<file path="config.mk">
export PLATFORM = sky130hd
export DESIGN_NAME = dds_nco
export DESIGN_NICKNAME = d
export VERILOG_FILES = /design/src/rtl/dds_nco.sv
export SDC_FILE = /design/constraint.sdc
export NUM_CORES = 2
export LEC_CHECK = 0
export CAP_MARGIN = 20
export CORE_MARGIN = 1
export CORE_UTILIZATION = 59
export DETAILED_ROUTE_END_ITERATION = 6
export GPL_ROUTABILITY_DRIVEN = 0
export PLACE_DENSITY = 0.76
export SYNTH_ARGS = -nofsm -noshare
export SYNTH_HDL_FRONTEND = slang
export SYNTH_SLANG_ARGS = --single-unit
</file>
<file path="constraint.sdc">
create_clock -name clk -period 25.1 [get_ports clk]
set_input_delay 3.765 -clock clk [delete_from_list [all_inputs] [get_ports clk]]
set_output_delay 3.765 -clock clk [all_outputs]
set_load 0.005 [all_outputs]
</file>
<file path="src/rtl/dds_nco.sv">
module dds_nco #(
  parameter int ACC_W = 32,
  parameter int PH_W  = 12,
  parameter int AMP_W = 10,
  parameter int NREG  = 16,
  parameter int SEL_W = $clog2(NREG)
) (
  input  logic                    clk,
  input  logic                    rst_n,
  input  logic                    host_start,
  input  logic                    host_bank,
  input  logic                    host_we,
  input  logic [ACC_W-1:0]        host_wdata,
  input  logic [SEL_W-1:0]        freq_sel,
  input  logic [SEL_W-1:0]        phase_sel,
  input  logic                    gate_n,
  output logic signed [AMP_W-1:0] sample
);
  localparam int HALF  = 2 ** (PH_W - 1);
  localparam int AMAX  = 2 ** (AMP_W - 1) - 1;
  localparam int SHIFT = 2 * (PH_W - 2);

  logic [ACC_W-1:0] ftw  [NREG];
  logic [PH_W-1:0]  poff [NREG];
  logic             bank;
  logic [SEL_W-1:0] wptr;

  logic [SEL_W-1:0] fsel_q, psel_q;
  logic [2:0]       gate_d;
  logic [ACC_W-1:0] acc;
  logic [PH_W-1:0]  poff_q, addr;
  logic signed [AMP_W-1:0] sample_q;

  function automatic logic signed [AMP_W-1:0] shape(input logic [PH_W-1:0] p);
    logic [63:0]      prod;
    logic [AMP_W-1:0] mag;
    prod = 64'(p[PH_W-2:0]) * 64'(HALF - int'(p[PH_W-2:0])) * 64'(AMAX);
    mag  = AMP_W'(prod >> SHIFT);
    return p[PH_W-1] ? -$signed(mag) : $signed(mag);
  endfunction

  always_ff @(posedge clk or negedge rst_n) begin
    if (!rst_n) begin
      bank <= 1'b0;
      wptr <= '0;
      for (int i = 0; i < NREG; i++) begin
        ftw[i]  <= '0;
        poff[i] <= '0;
      end
    end else if (host_start) begin
      bank <= host_bank;
      wptr <= '0;
    end else if (host_we) begin
      if (bank) poff[wptr] <= host_wdata[PH_W-1:0];
      else      ftw[wptr]  <= host_wdata;
      wptr <= (wptr == SEL_W'(NREG - 1)) ? '0 : wptr + 1'b1;
    end
  end

  always_ff @(posedge clk or negedge rst_n) begin
    if (!rst_n) begin
      fsel_q   <= '0;
      psel_q   <= '0;
      gate_d   <= '1;
      acc      <= '0;
      poff_q   <= '0;
      addr     <= '0;
      sample_q <= '0;
    end else begin
      fsel_q   <= freq_sel;
      psel_q   <= phase_sel;
      gate_d   <= {gate_d[1:0], gate_n};
      acc      <= acc + ftw[fsel_q];
      poff_q   <= poff[psel_q];
      addr     <= acc[ACC_W-1 -: PH_W] + poff_q;
      sample_q <= gate_d[2] ? '0 : shape(addr);
    end
  end

  assign sample = sample_q;

  assert_gate_ground_R6: assert property (@(posedge clk) disable iff (!rst_n)
    gate_d[2] |=> sample_q == '0);

  assert_amp_range_R7: assert property (@(posedge clk) disable iff (!rst_n)
    sample_q != {1'b1, {(AMP_W-1){1'b0}}});

  assert_zero_word_holds_R9: assert property (@(posedge clk) disable iff (!rst_n)
    (ftw[fsel_q] == '0) |=> $stable(acc));

  assert_ptr_restart_R5: assert property (@(posedge clk) disable iff (!rst_n)
    host_start |=> wptr == '0);

  assert_ptr_step_R5: assert property (@(posedge clk) disable iff (!rst_n)
    (host_we && !host_start && wptr != SEL_W'(NREG - 1)) |=> wptr == $past(wptr) + 1'b1);
endmodule

</file>
==> summary.md <==
| Metric | Value |
|---|---|
| CTS resizes | `0` |
| Cell area after synthesis | `45100 um^2` |
| Clk root buf | `clkbuf_16` |
| Cell Count, Final, Fillers Out | `approximately 4300` |
| Fin crit period | `12.91 ns` |
| Delay-heaviest family, CP | `adder cells` |
| Initial antenna violation count | `6` |
| Fmax | `77.4 MHz` |
| Vias/cell | `6.09` |
| Final hold slack | `0.359 ns` |
| Type of origin of the critical path | `flip-flop` |
| Primary FF master, synth | `dfrtp_1` |
| Final Cell Area | `49600 um^2` |
| Core ar. | `75800 um^2` |
| Global-route usage over all layers | `0.272` |
| Boundary Pins | `56` |
| Row count | `~100` |
| Cells after synthesis | `approximately 3300` |
| Setup bufs post-CTS | `0` |
| Avg WL per Cell | `23.4 um` |
| Die W | `278 um` |
| Relative slew slack | `0.229` |
| Most common cell after layout, fill and taps aside | `dfrtp_1` |
| Pre-antenna DRT Iters | `5` |
| Synthesis warning total | `0` |
| # Max-Cap Violations | `0` |
| DR iter-0 viols | `1784` |
| CP max stage cell | `dfrtp_1` |
| Routed WL | `101000 um` |
| RSZ-0062 raised after global routing | `no` |
| Slew @ Worst Pin | `1.16 ns` |
| Status | `completed` |
| Placed inst area | `46700 um^2` |
| CP Depth | `43` |
| Fin. max-slew vios | `0` |
| # diodes | `0` |
| Worst Skew | `0.0477 ns` |
| Port bufs | `55` |
| Critical Path End Type | `flip-flop` |
| Worst EP arrival | `13.40 ns` |
| Worst hold stages | `0` |
| CTS sink count | `786` |
| Unique cell type count in the Yosys netlist | `75` |
| Gr ovfl total | `0` |
| First-pass GRT wire length | `163000 um` |
| Initial core utilization | `0.595` |
| Placed Cells | `4149` |
| Vias | `~26000` |
| Vias in the first global route | `just under 30000` |
| Register area share after synthesis | `0.436` |
| CP max FO | `25` |
| Final ANT Viol Nets | `0` |
| Synthesis-to-finish area growth | `9.90%` |
| Most frequent CP cell | `fa_1` |
| Setup TNS | `0 ns` |
| Full die area | `77600 um^2` |
| DIE HEIGHT | `278 um` |
| Most frequent cells in the layout | `dfrtp_1, mux2_2, inv_1` |
| Final worst path period share | `0.514` |
| Required @ worst endpoint | `25.59 ns` |
| Layout cells sized above 1 | `0.347` |
| Worst reg-to-reg path cell count | `43` |
| CTS tree | `done` |
| Hold Buf Count CTS | `0` |
| Pin count of the biggest net entering global routing | `213` |
| Crit Path Class | `flip-flop to flip-flop` |
| Num CTS Buffers | `80` |
| H-tree levels | `3` |
| Final Hold Vio Count | `0` |
| Clock-pin slew on the worst setup and hold paths | `0.06 ns` |
| Final setup viols | `0` |
| # DRC | `0` |
| Slowest stage delay, CP | `~0.7 ns` |
| Avg Cell Area, Syn | `13.8 um^2` |
| CTS max path bufs | `3` |
| Post-synth EDFFs | `0` |
| Synth Register Bits | `~800` |
| Total Nets Final | `3713` |
| Worst Hold Class | `flip-flop to flip-flop` |
| Synth async-reset ratio | `1.00` |
| WP buf/inv | `8` |
| Final HPWL DP | `63400 um` |
| Worst-Skew Late Latency | `around 0.65 ns` |
## through the flow
stage	util	setup slack, ns
2_1_floorplan	-	13.40
3_5_place_dp	0.615	12.29
3_3_place_gp	0.615	12.70
6_report	0.654	12.19
4_1_cts	0.651	12.21
5_1_grt	0.654	11.42
## state kept, by name, summed over array words and instances, names as in the netlist, 10 cells and up
name    cells
ftw       512
poff      192
acc        32
addr       12
poff_q     12
sample     10
## worst paths after layout
| check | start | endpoint | slack [ns] |
|---|---|---|---|
| max in group asynchronous | rst_n | ftw[107] | 19.41 |
| min in group asynchronous | rst_n | ftw[505] | 3.20 |
| worst min register to register | gate_d[0] | gate_d[1] | 0.36 |
| worst max-delay path | addr[0] | sample[9] | 12.19 |
| worst min-delay path | gate_d[0] | gate_d[1] | 0.36 |
| worst max register to register | addr[0] | sample[9] | 12.19 |
## final cells by class
cell class	instances	area (um^2)
clock buffers	116	2350
well taps	978	1220
inverters	324	1220
multi-input cells	1971	23700
repair buffers	102	1070
fillers	5229	26300
flip-flops and latches	786	19700
clock inverters	21	339
## Yosys cell counts (4+ instances only)
cell type	number	area share
a211oi_1	5	0.00083
a21boi_0	6	0.0010
a21o_1	25	0.0042
a21oi_1	59	0.0065
a31oi_1	7	0.00097
and2_1	19	0.0026
and3_1	5	0.00069
buf_1	39	0.0032
clkbuf_1	148	0.012
dfrtp_1	783	0.43
fa_1	215	0.095
ha_1	187	0.052
inv_1	323	0.027
mux2_2	706	0.18
mux4_2	220	0.11
nand2_1	63	0.0052
nand2b_1	61	0.0085
nand3_1	24	0.0027
nand4_1	4	0.00055
nor2_1	63	0.0052
nor2b_1	51	0.0071
nor3_1	23	0.0026
o21a_1	7	0.0012
o21ai_0	36	0.0040
o21bai_1	11	0.0018
or2_2	4	0.00055
or3_1	16	0.0022
xnor2_1	64	0.012
xor2_1	20	0.0039
## logic make-up after synthesis
kind of cell             count (synthesis)  share of synthesized area
multiplexers                           928                      0.287
buffers and inverters                  511                     0.0425
adder cells (fa/ha/maj)                402                      0.147
flip-flops                             786                      0.436
AND/OR/NAND/NOR                        347                     0.0404
XOR/XNOR                                87                     0.0177
other                                    2                   0.000167
AO/OA/AOI/OAI                          195                     0.0290
## routing by layer
metal  global-route usage  up-vias  share of wire
met5                    0        -        0.00072
met1                0.364    14000           0.42
met3               0.0421      188          0.046
met4               0.0828       12          0.029
li1                     -    11400              -
met2                0.460      581           0.50
## worst reg2reg max path, delay by kind of cell (launching register included)
family,cells,cell delay (ns)
muxes,1,0.31
adders and majority gates,13,5.58
xor gates and xnor gates,3,1.12
AOI/OAI and AO/OA,8,2.41
buffers and inverters,8,0.76
DFF,1,0.70
and+or+nand+nor,10,1.87
Power is left out: the tool's default activity adds up to more than one toggle a clock period on the data nets, which glitch-free logic cannot reach.
